<file path="src/rtl/mdio_pkg.sv">
package mdio_pkg;
  localparam logic [1:0] OP_WR = 2'b01;
  localparam logic [1:0] OP_RD = 2'b10;
  localparam int HDR_BITS = 32;      // start, op, two addresses, turnaround, data
  localparam int TA_HI_IDX = 17;     // frame index of first turnaround bit
  localparam int TA_LO_IDX = 16;     // frame index of second turnaround bit
  localparam int DATA_W = 16;

  function automatic logic op_is_valid(input logic [1:0] op);
    return (op == OP_WR) || (op == OP_RD);
  endfunction
endpackage

</file>
<file path="src/rtl/mdio_clkgen.sv">
module mdio_clkgen #(
  parameter int DIV_HALF = 2
) (
  input  logic clk,
  input  logic rst_n,
  input  logic en,
  output logic mdc,
  output logic rise,
  output logic fall
);
  localparam int CW = $clog2(DIV_HALF + 1);
  logic [CW-1:0] cnt_q;

  always_ff @(posedge clk) begin
    if (!rst_n || !en) begin
      cnt_q <= '0;
      mdc   <= 1'b0;
      rise  <= 1'b0;
      fall  <= 1'b0;
    end else if (cnt_q == CW'(DIV_HALF - 1)) begin
      cnt_q <= '0;
      mdc   <= ~mdc;
      rise  <= ~mdc;
      fall  <= mdc;
    end else begin
      cnt_q <= cnt_q + 1'b1;
      rise  <= 1'b0;
      fall  <= 1'b0;
    end
  end

  // MDC only moves while the sequencer had it enabled
  assert_mdc_gated_R6: assert property (@(posedge clk) disable iff (!rst_n)
    (mdc && !$past(mdc)) |-> $past(en));
endmodule

</file>
<file path="src/rtl/mdio_frame_seq.sv">
module mdio_frame_seq
  import mdio_pkg::*;
#(
  parameter int PRE_BITS = 32,
  parameter int DIV_HALF = 2
) (
  input  logic              clk,
  input  logic              rst_n,
  input  logic              start,
  input  logic [1:0]        op,
  input  logic [4:0]        phy,
  input  logic [4:0]        regad,
  input  logic [DATA_W-1:0] wdata,
  input  logic              mdio_i,
  output logic              mdc,
  output logic              mdio_o,
  output logic              mdio_oe,
  output logic              done,
  output logic              abort,
  output logic              rd_flag,
  output logic [DATA_W-1:0] rd_data
);
  localparam int FRAME = PRE_BITS + HDR_BITS;
  localparam int IW    = $clog2(FRAME);

  logic             busy_q;
  logic [IW-1:0]    idx_q;
  logic [FRAME-1:0] frame_q;
  logic             rise, fall;

  mdio_clkgen #(.DIV_HALF(DIV_HALF)) u_clk (
    .clk(clk), .rst_n(rst_n), .en(busy_q), .mdc(mdc), .rise(rise), .fall(fall)
  );

  always_ff @(posedge clk) begin
    if (!rst_n) begin
      busy_q  <= 1'b0;
      idx_q   <= '0;
      frame_q <= '0;
      rd_flag <= 1'b0;
      rd_data <= '0;
      done    <= 1'b0;
      abort   <= 1'b0;
    end else begin
      done  <= 1'b0;
      abort <= 1'b0;
      if (start && !busy_q) begin
        busy_q  <= 1'b1;
        idx_q   <= IW'(FRAME - 1);
        frame_q <= {{PRE_BITS{1'b1}}, 2'b01, op, phy, regad, 2'b10, wdata};
        rd_flag <= (op == OP_RD);
        rd_data <= '0;
      end else if (busy_q) begin
        if (rise && rd_flag) begin
          if (idx_q == IW'(TA_LO_IDX) && mdio_i) begin
            busy_q <= 1'b0;
            done   <= 1'b1;
            abort  <= 1'b1;
          end else if (idx_q < IW'(TA_LO_IDX)) begin
            rd_data <= {rd_data[DATA_W-2:0], mdio_i};
          end
        end
        if (fall) begin
          if (idx_q == '0) begin
            busy_q <= 1'b0;
            done   <= 1'b1;
          end else begin
            idx_q <= idx_q - 1'b1;
          end
        end
      end
    end
  end

  assign mdio_oe = busy_q && (!rd_flag || idx_q > IW'(TA_HI_IDX));
  assign mdio_o  = busy_q && frame_q[idx_q];

  // MDIO value only moves in the low half of MDC
  assert_mdio_moves_low_R5: assert property (@(posedge clk) disable iff (!rst_n)
    (busy_q && $past(busy_q) && mdio_o != $past(mdio_o)) |-> !mdc);
  // a read never drives the bus during turnaround or data
  assert_read_released_R4: assert property (@(posedge clk) disable iff (!rst_n)
    (busy_q && rd_flag && rise && idx_q <= IW'(TA_HI_IDX)) |-> !mdio_oe);
endmodule

</file>
<file path="src/rtl/mdio_cmd_master.sv">
module mdio_cmd_master
  import mdio_pkg::*;
#(
  parameter int PRE_BITS = 32,
  parameter int DIV_HALF = 2
) (
  input  logic        clk,
  input  logic        rst_n,
  input  logic        cmd_we,
  input  logic        cmd_rdy,
  input  logic        cmd_ie,
  input  logic [1:0]  cmd_op,
  input  logic [4:0]  cmd_phy,
  input  logic [4:0]  cmd_reg,
  input  logic [15:0] cmd_data,
  output logic        stat_ready,
  output logic        stat_err,
  output logic        stat_ie,
  output logic [15:0] stat_data,
  output logic        irq,
  output logic        mdc,
  output logic        mdio_o,
  output logic        mdio_oe,
  input  logic        mdio_i
);
  logic              accept, go;
  logic              bad_q;
  logic              seq_done, seq_abort, seq_rd;
  logic [DATA_W-1:0] seq_rdata;

  assign accept = cmd_we && stat_ready && !cmd_rdy;
  assign go     = accept && op_is_valid(cmd_op);

  mdio_frame_seq #(.PRE_BITS(PRE_BITS), .DIV_HALF(DIV_HALF)) u_seq (
    .clk(clk), .rst_n(rst_n), .start(go), .op(cmd_op), .phy(cmd_phy),
    .regad(cmd_reg), .wdata(cmd_data), .mdio_i(mdio_i), .mdc(mdc),
    .mdio_o(mdio_o), .mdio_oe(mdio_oe), .done(seq_done), .abort(seq_abort),
    .rd_flag(seq_rd), .rd_data(seq_rdata)
  );

  always_ff @(posedge clk) begin
    if (!rst_n) begin
      stat_ready <= 1'b1;
      stat_err   <= 1'b0;
      stat_ie    <= 1'b0;
      stat_data  <= '0;
      irq        <= 1'b0;
      bad_q      <= 1'b0;
    end else begin
      bad_q <= 1'b0;
      if (accept) begin
        stat_ready <= 1'b0;
        stat_err   <= 1'b0;
        irq        <= 1'b0;
        stat_ie    <= cmd_ie;
        stat_data  <= cmd_data;
        bad_q      <= !op_is_valid(cmd_op);
      end else if (bad_q) begin
        stat_ready <= 1'b1;
        stat_err   <= 1'b1;
        irq        <= stat_ie;
      end else if (seq_done) begin
        stat_ready <= 1'b1;
        stat_err   <= seq_abort;
        irq        <= stat_ie;
        if (seq_abort)   stat_data <= 16'hFFFF;
        else if (seq_rd) stat_data <= seq_rdata;
      end
    end
  end

  assert_accept_clears_R2: assert property (@(posedge clk) disable iff (!rst_n)
    accept |=> (!stat_ready && !stat_err && !irq));
  assert_idle_quiet_R7: assert property (@(posedge clk) disable iff (!rst_n)
    stat_ready |-> (!mdio_oe && !mdc));
  assert_abort_ffff_R8: assert property (@(posedge clk) disable iff (!rst_n)
    (seq_done && seq_abort) |=> (stat_ready && stat_err && stat_data == 16'hFFFF));
  assert_irq_needs_ie_R9: assert property (@(posedge clk) disable iff (!rst_n)
    irq |-> (stat_ready && stat_ie));
  assert_busy_write_dropped_R10: assert property (@(posedge clk) disable iff (!rst_n)
    (!stat_ready && cmd_we && !seq_done && !bad_q) |=> ($stable(stat_data) && $stable(stat_ie)));
endmodule

</file>
<file path="config.mk">
export PLATFORM = sky130hd
export DESIGN_NAME = mdio_cmd_master
export DESIGN_NICKNAME = d
export VERILOG_FILES = /design/src/rtl/mdio_pkg.sv /design/src/rtl/mdio_clkgen.sv /design/src/rtl/mdio_frame_seq.sv /design/src/rtl/mdio_cmd_master.sv
export SDC_FILE = /design/constraint.sdc
export NUM_CORES = 1
export LEC_CHECK = 0
export CAP_MARGIN = 20
export CORE_ASPECT_RATIO = 1.2
export CORE_MARGIN = 4
export CORE_UTILIZATION = 34
export DETAILED_ROUTE_END_ITERATION = 7
export PLACE_DENSITY_LB_ADDON = 0.05
export SLEW_MARGIN = 10
export SYNTH_ARGS = -nofsm -noshare
export SYNTH_HDL_FRONTEND = slang
export SYNTH_HIERARCHICAL = 1
export SYNTH_SLANG_ARGS = --single-unit
</file>
<file path="constraint.sdc">
create_clock -name clk -period 3.6 [get_ports clk]
set_clock_uncertainty 0.05 [all_clocks]
set_input_delay 0.72 -clock clk [delete_from_list [all_inputs] [get_ports clk]]
set_output_delay 0.72 -clock clk [all_outputs]
set_load 0.01 [all_outputs]
</file>
== After elaboration in Yosys (flattened, before gate mapping) ==
Cells that the tools add are included.

* Logic and storage cells: 93
* Register bits after elaboration: 82
* Output and inout bits: 23

* Reduce and logical (&&, ||, !) cells: 32
* Muxes and demuxes: 28
* $add $sub $neg: 2
* Bitwise logic cells: 5
* Magnitude comparators: 3
* Equality and inequality tests: 6

{| class="wikitable"
|+ Operators by type and width
! cell !! number
|-
| 16-bit 2-to-1 mux || 5
|-
| 6-bit 2-to-1 mux || 4
|-
| 1-bit 2-to-1 mux || 18
|-
| 1-bit logical AND || 8
|-
| 2-bit nonzero test || 4
|-
| 2-bit OR reduction || 4
|-
| 6-bit by 7-bit < comparator with 1-bit output, second input constant || 1
|-
| 1-bit binary-select mux with 6-bit select || 1
|-
| 6-bit by 5-bit == test with 1-bit output, second input constant || 1
|-
| 6-bit by 5-bit greater-than comparator with 1-bit output, second input constant || 1
|-
| 6-bit zero test || 1
|-
| 6-bit by 5-bit < comparator with 1-bit output, second input constant || 1
|-
| 3-bit AND reduction || 2
|-
| 3-bit nonzero test || 2
|-
| 6-bit by 1-bit subtractor with 6-bit output, second input constant || 1
|-
| 1-bit zero test || 5
|-
| 1-bit inverter || 5
|-
| 2-bit by 1-bit == test with 1-bit output, second input constant || 2
|-
| 4-bit AND reduction || 1
|-
| 1-bit logical OR || 3
|-
| 3-bit OR reduction || 1
|-
| 2-bit by 1-bit adder with 2-bit output, second input constant || 1
|-
| 2-bit == test, second input constant || 1
|-
| 2-bit by 1-bit != test with 1-bit output, second input constant || 1
|-
| 2 further kinds || 2
|}

== Logic depth before layout (Yosys ltp) ==
* Depth in word-level cells: 8
* Gate-level depth with buffers: 7

== Hierarchy ==
Netlist, hierarchy kept.

{| class="wikitable"
|+ Modules (own cells, without submodules)
! module !! cells an instance !! times used !! area an instance (µm²) !! seq. area each (µm²)
|-
| mdio_frame_seq || 292 || 1 || 2,458.6 || 1,101.1
|-
| mdio_cmd_master || 117 || 1 || 1,212.4 || 420.4
|-
| mdio_clkgen || 15 || 1 || 157.7 || 100.1
|}

== Least setup slack after synthesis ==
No wires, ideal clock.

* Path type: reg-to-output
* Start point: reg u_seq.idx_q[0]
* End point: out mdio_o
* Data arrival time: 1.513 ns
* Data required time: 2.830 ns
* Cell stages (with the launch flop): 6
* Slack: 1.317 ns
* Buffers on the path: 1
* Cells stage by stage: dfxtp_1 -> buf_6 -> mux4_2 -> nor2_1 -> o31ai_2 -> a311o_1

* Cells in the longest elaborated chain, start to end: 3

{| class="wikitable"
|+ RTL lines
! what !! line !! source
|-
| from (decl) || mdio_frame_seq.sv:27 || <nowiki>logic [IW-1:0] idx_q;</nowiki>
|-
| from (signal assigned) || mdio_frame_seq.sv:49 || <nowiki>idx_q <= IW'(FRAME - 1);</nowiki>
|-
| from (signal assigned) || mdio_frame_seq.sv:68 || <nowiki>idx_q <= idx_q - 1'b1;</nowiki>
|-
| 1-bit binary-select mux with 6-bit select || mdio_frame_seq.sv:76 || <nowiki>assign mdio_o = busy_q && frame_q[idx_q];</nowiki>
|-
| 1-bit 2-to-1 mux (implied by the code) || mdio_frame_seq.sv:76 ||
|-
| 1-bit logical AND || mdio_frame_seq.sv:76 ||
|-
| to (decl) || mdio_cmd_master.sv:22 || <nowiki>output logic mdio_o,</nowiki>
|}

No other way between the ends. The select of a mux whose other input is x is not followed.

== Worst setup path in the final report ==
* Start point: reg u_seq.idx_q[1]
* End point: out mdio_oe

* Cells in the longest elaborated chain, start to end: 3

{| class="wikitable"
|+ RTL lines
! what !! line !! source
|-
| 6-bit by 5-bit greater-than comparator with 1-bit output || mdio_frame_seq.sv:75 || <nowiki>assign mdio_oe = busy_q && (!rd_flag || idx_q > IW'(TA_HI_IDX));</nowiki>
|-
| 1-bit logical OR || mdio_frame_seq.sv:75 ||
|-
| 1-bit logical AND || mdio_frame_seq.sv:75 ||
|-
| to (decl) || mdio_cmd_master.sv:23 || <nowiki>output logic mdio_oe,</nowiki>
|}

No other way between the ends.

==> flow_summary.json <==
{
  "status": "finished, final reports clean",
  "worstMarginPinSlew_ns": 0.904,
  "grt_pass1_wl_mm": 16.5,
  "synth-edff-count": 0,
  "p_per_area_nw_per_um2": 453,
  "routed_wl_mm": 10.2,
  "dp.cells": 584,
  "clk_pin_slew_ns": 0.06,
  "min_period_over_period": 0.939,
  "hp-class": "flip-flop to flip-flop",
  "cts_setup_buffers": 0,
  "arrival_ns": 2.61,
  "synth.area.top_cells": "dfxtp_1 (42%), nand2_1 (11%), a21boi_0 (6.5%)",
  "worstSkewPairLatency_ns": 0.34,
  "drc": 0,
  "die_h_um": 124,
  "dr.first_iter.drc_count": 158,
  "ys_async_sr_fraction": 0,
  "pre_cts_slack_ns": 0.619,
  "cp.required_ns": 2.83,
  "irDropWorstVdd_mv": 0.187,
  "max_freq_ghz": 0.296,
  "ys_types": 54,
  "wl_per_cell_um": 16.9,
  "clock_path_buffers": 2,
  "clock_sinks": 81,
  "drt_pass1_iterations": 4,
  "portBuffers": 56,
  "drive_above_1_share": 0.139,
  "chipWidth_um": 105,
  "drv_cap": 0,
  "rows": 42,
  "numCtsBuffers": 9,
  "ios": 57,
  "antenna_cells": 0,
  "synth.ff_latch_count": 81,
  "dieArea_um2": 13000,
  "end_kind": "primary output",
  "fin_tns_setup_ns": 0,
  "syn_area_um2": 3830,
  "setup_ws_ns": 0.221,
  "worstSetupPathType": "flip-flop to primary output",
  "syn_nets": 461,
  "vias": 3067,
  "setup_viol": 0,
  "grt_max_degree": 45,
  "cts_tree": "done",
  "crit_path_start_kind": "flip-flop",
  "drtAntennaViolNets": 0,
  "yosys_most_used_dff": "dfxtp_1",
  "hold_buffers": 0,
  "htreeDepth": 3,
  "area_delta_synth_final_pct": 22.9,
  "synth_common_cells": "nand2_1 (116), dfxtp_1 (81), a21boi_0 (33)",
  "leakagePower_nw": 1.53,
  "hold_viol": 0,
  "synth_top_area_cell": "dfxtp_1",
  "synth_most_common_cell": "nand2_1",
  "core-area_um2": 11000,
  "cts-root-buf": "clkbuf_16",
  "ys_warn_count": 6,
  "layout.cells.non_filler": 600,
  "slew_violations": 0,
  "syn_avg_cell_area_um2": 9.03,
  "synthCells": 424,
  "cts_resized": 0,
  "dp_hpwl_mm": 7.03,
  "first_global_vias": 3008,
  "ys_seq_area_frac": 0.424,
  "nFillCells": 1102,
  "start_util": 0.347,
  "rsz0062_at_grt": "no",
  "fin_nets": 500,
  "relSlewSlack": 0.397,
  "routed_via_density": 5.11,
  "synth_top_area_frac": 0.424,
  "grt_util_all_layers": 0.159,
  "antenna_found_initial": 0,
  "total_power_mw": 2.13,
  "place.gp.congestion": 0.763,
  "min_period_ns": 3.38,
  "overflow": 0,
  "worstPathMaxFanout": 14
}
-- placed cells by master (no fill, tap or decap), drive strengths merged, types with 2 or more instances in the layout --
cell type,instances
a21boi,33
mux4,4
bufinv,2
and2b,2
or2,2
ha,3
buf,7
nor4b,16
nor4,2
inv,7
nor2b,2
o21a,4
nand2,117
xnor2,4
nor2,10
and3,4
dfxtp,81
mux2,3
clkbuf,11
mux2i,6
clkdlybuf4s50,56
nand3b,2
a21oi,33
o21ai,3
o2111ai,2
clkinvlp,2
a311o,3
nor3b,2
nor3,5
o31ai,19
nand3,5
-- where the power goes --
group | internal, mW | leakage [nW] | switching (mW)
Clock | 0.607 | 0.146 | 0.364
Sequential | 0.926 | 0.657 | 0.0311
Combinational | 0.104 | 0.726 | 0.0974
-- final timing paths --
path | startpoint | depth (start not counted) | slack [ns] | to
worst max-delay path | u_seq/idx_q[1] | 6 | 0.22 | mdio_oe
worst min-delay path | u_seq/u_clk/cnt_q[0] | 1 | 0.38 | u_seq/u_clk/cnt_q[0]
worst min register to register | u_seq/u_clk/cnt_q[0] | 1 | 0.38 | u_seq/u_clk/cnt_q[0]
worst max register to register | u_seq/idx_q[1] | 5 | 1.65 | u_seq/idx_q[3]
-- state kept, by name, indices dropped and copies added (netlist names) --
register           count
u_seq/done             1
u_seq/abort            1
u_seq/u_clk/cnt_q      2
u_seq/busy_q           1
stat_err               1
u_seq/rd_data         16
bad_q                  1
u_seq/rd_flag          1
u_seq/u_clk/mdc        1
u_seq/u_clk/rise       1
stat_ie                1
stat_ready             1
u_seq/u_clk/fall       1
u_seq/frame_q         29
u_seq/idx_q            6
irq                    1
stat_data             16
-- cell type report --
| cell class | count | area (um^2) | area share |
|---|---|---|---|
| flip-flops and latches | 81 | 1620 | 0.345 |
| repair buffers | 63 | 613 | 0.130 |
| clock inverters | 5 | 80.1 | 0.0170 |
| well taps | 132 | 165 | 0.0351 |
| clock buffers | 11 | 233 | 0.0495 |
| inverters | 7 | 26.3 | 0.00559 |
| multi-input cells | 301 | 1970 | 0.418 |
-- metal layers --
layer	wire length, um	global-route usage
met5	0	0
met2	4930	0.247
met3	397	0.0374
met4	98	0.0541
met1	4740	0.215
-- cells by family after synthesis --
family,Yosys count,share of synthesized area
AO/OA/AOI/OAI,104,0.209
AND/OR/NAND/NOR,176,0.235
flip-flops,81,0.424
adder cells (fa/ha/maj),3,0.00980
multiplexers,13,0.0480
XOR/XNOR,5,0.0114
buffers and inverters,42,0.0637
-- stage by stage --
stage / hold slack [ns] / cell area (um^2) / util
finish: 0.383 / 4700 / 0.426
global route: 0.398 / 4700 / 0.426
CTS: 0.388 / 4700 / 0.426
detailed placement: 0.380 / 4390 / 0.398
global placement: 0.362 / 4390 / 0.398
floorplan: 0.354 / 3830 / -
-- worst max-delay path, stage by stage (launching register included) --
cell,delay (ns)
dfxtp_1,0.69
inv_1,0.20
ha_1,0.30
o21ai_0,0.22
nand2_1,0.09
a31oi_1,0.21
clkdlybuf4s50_1,0.57
Power figures use the tool's default switching activity.
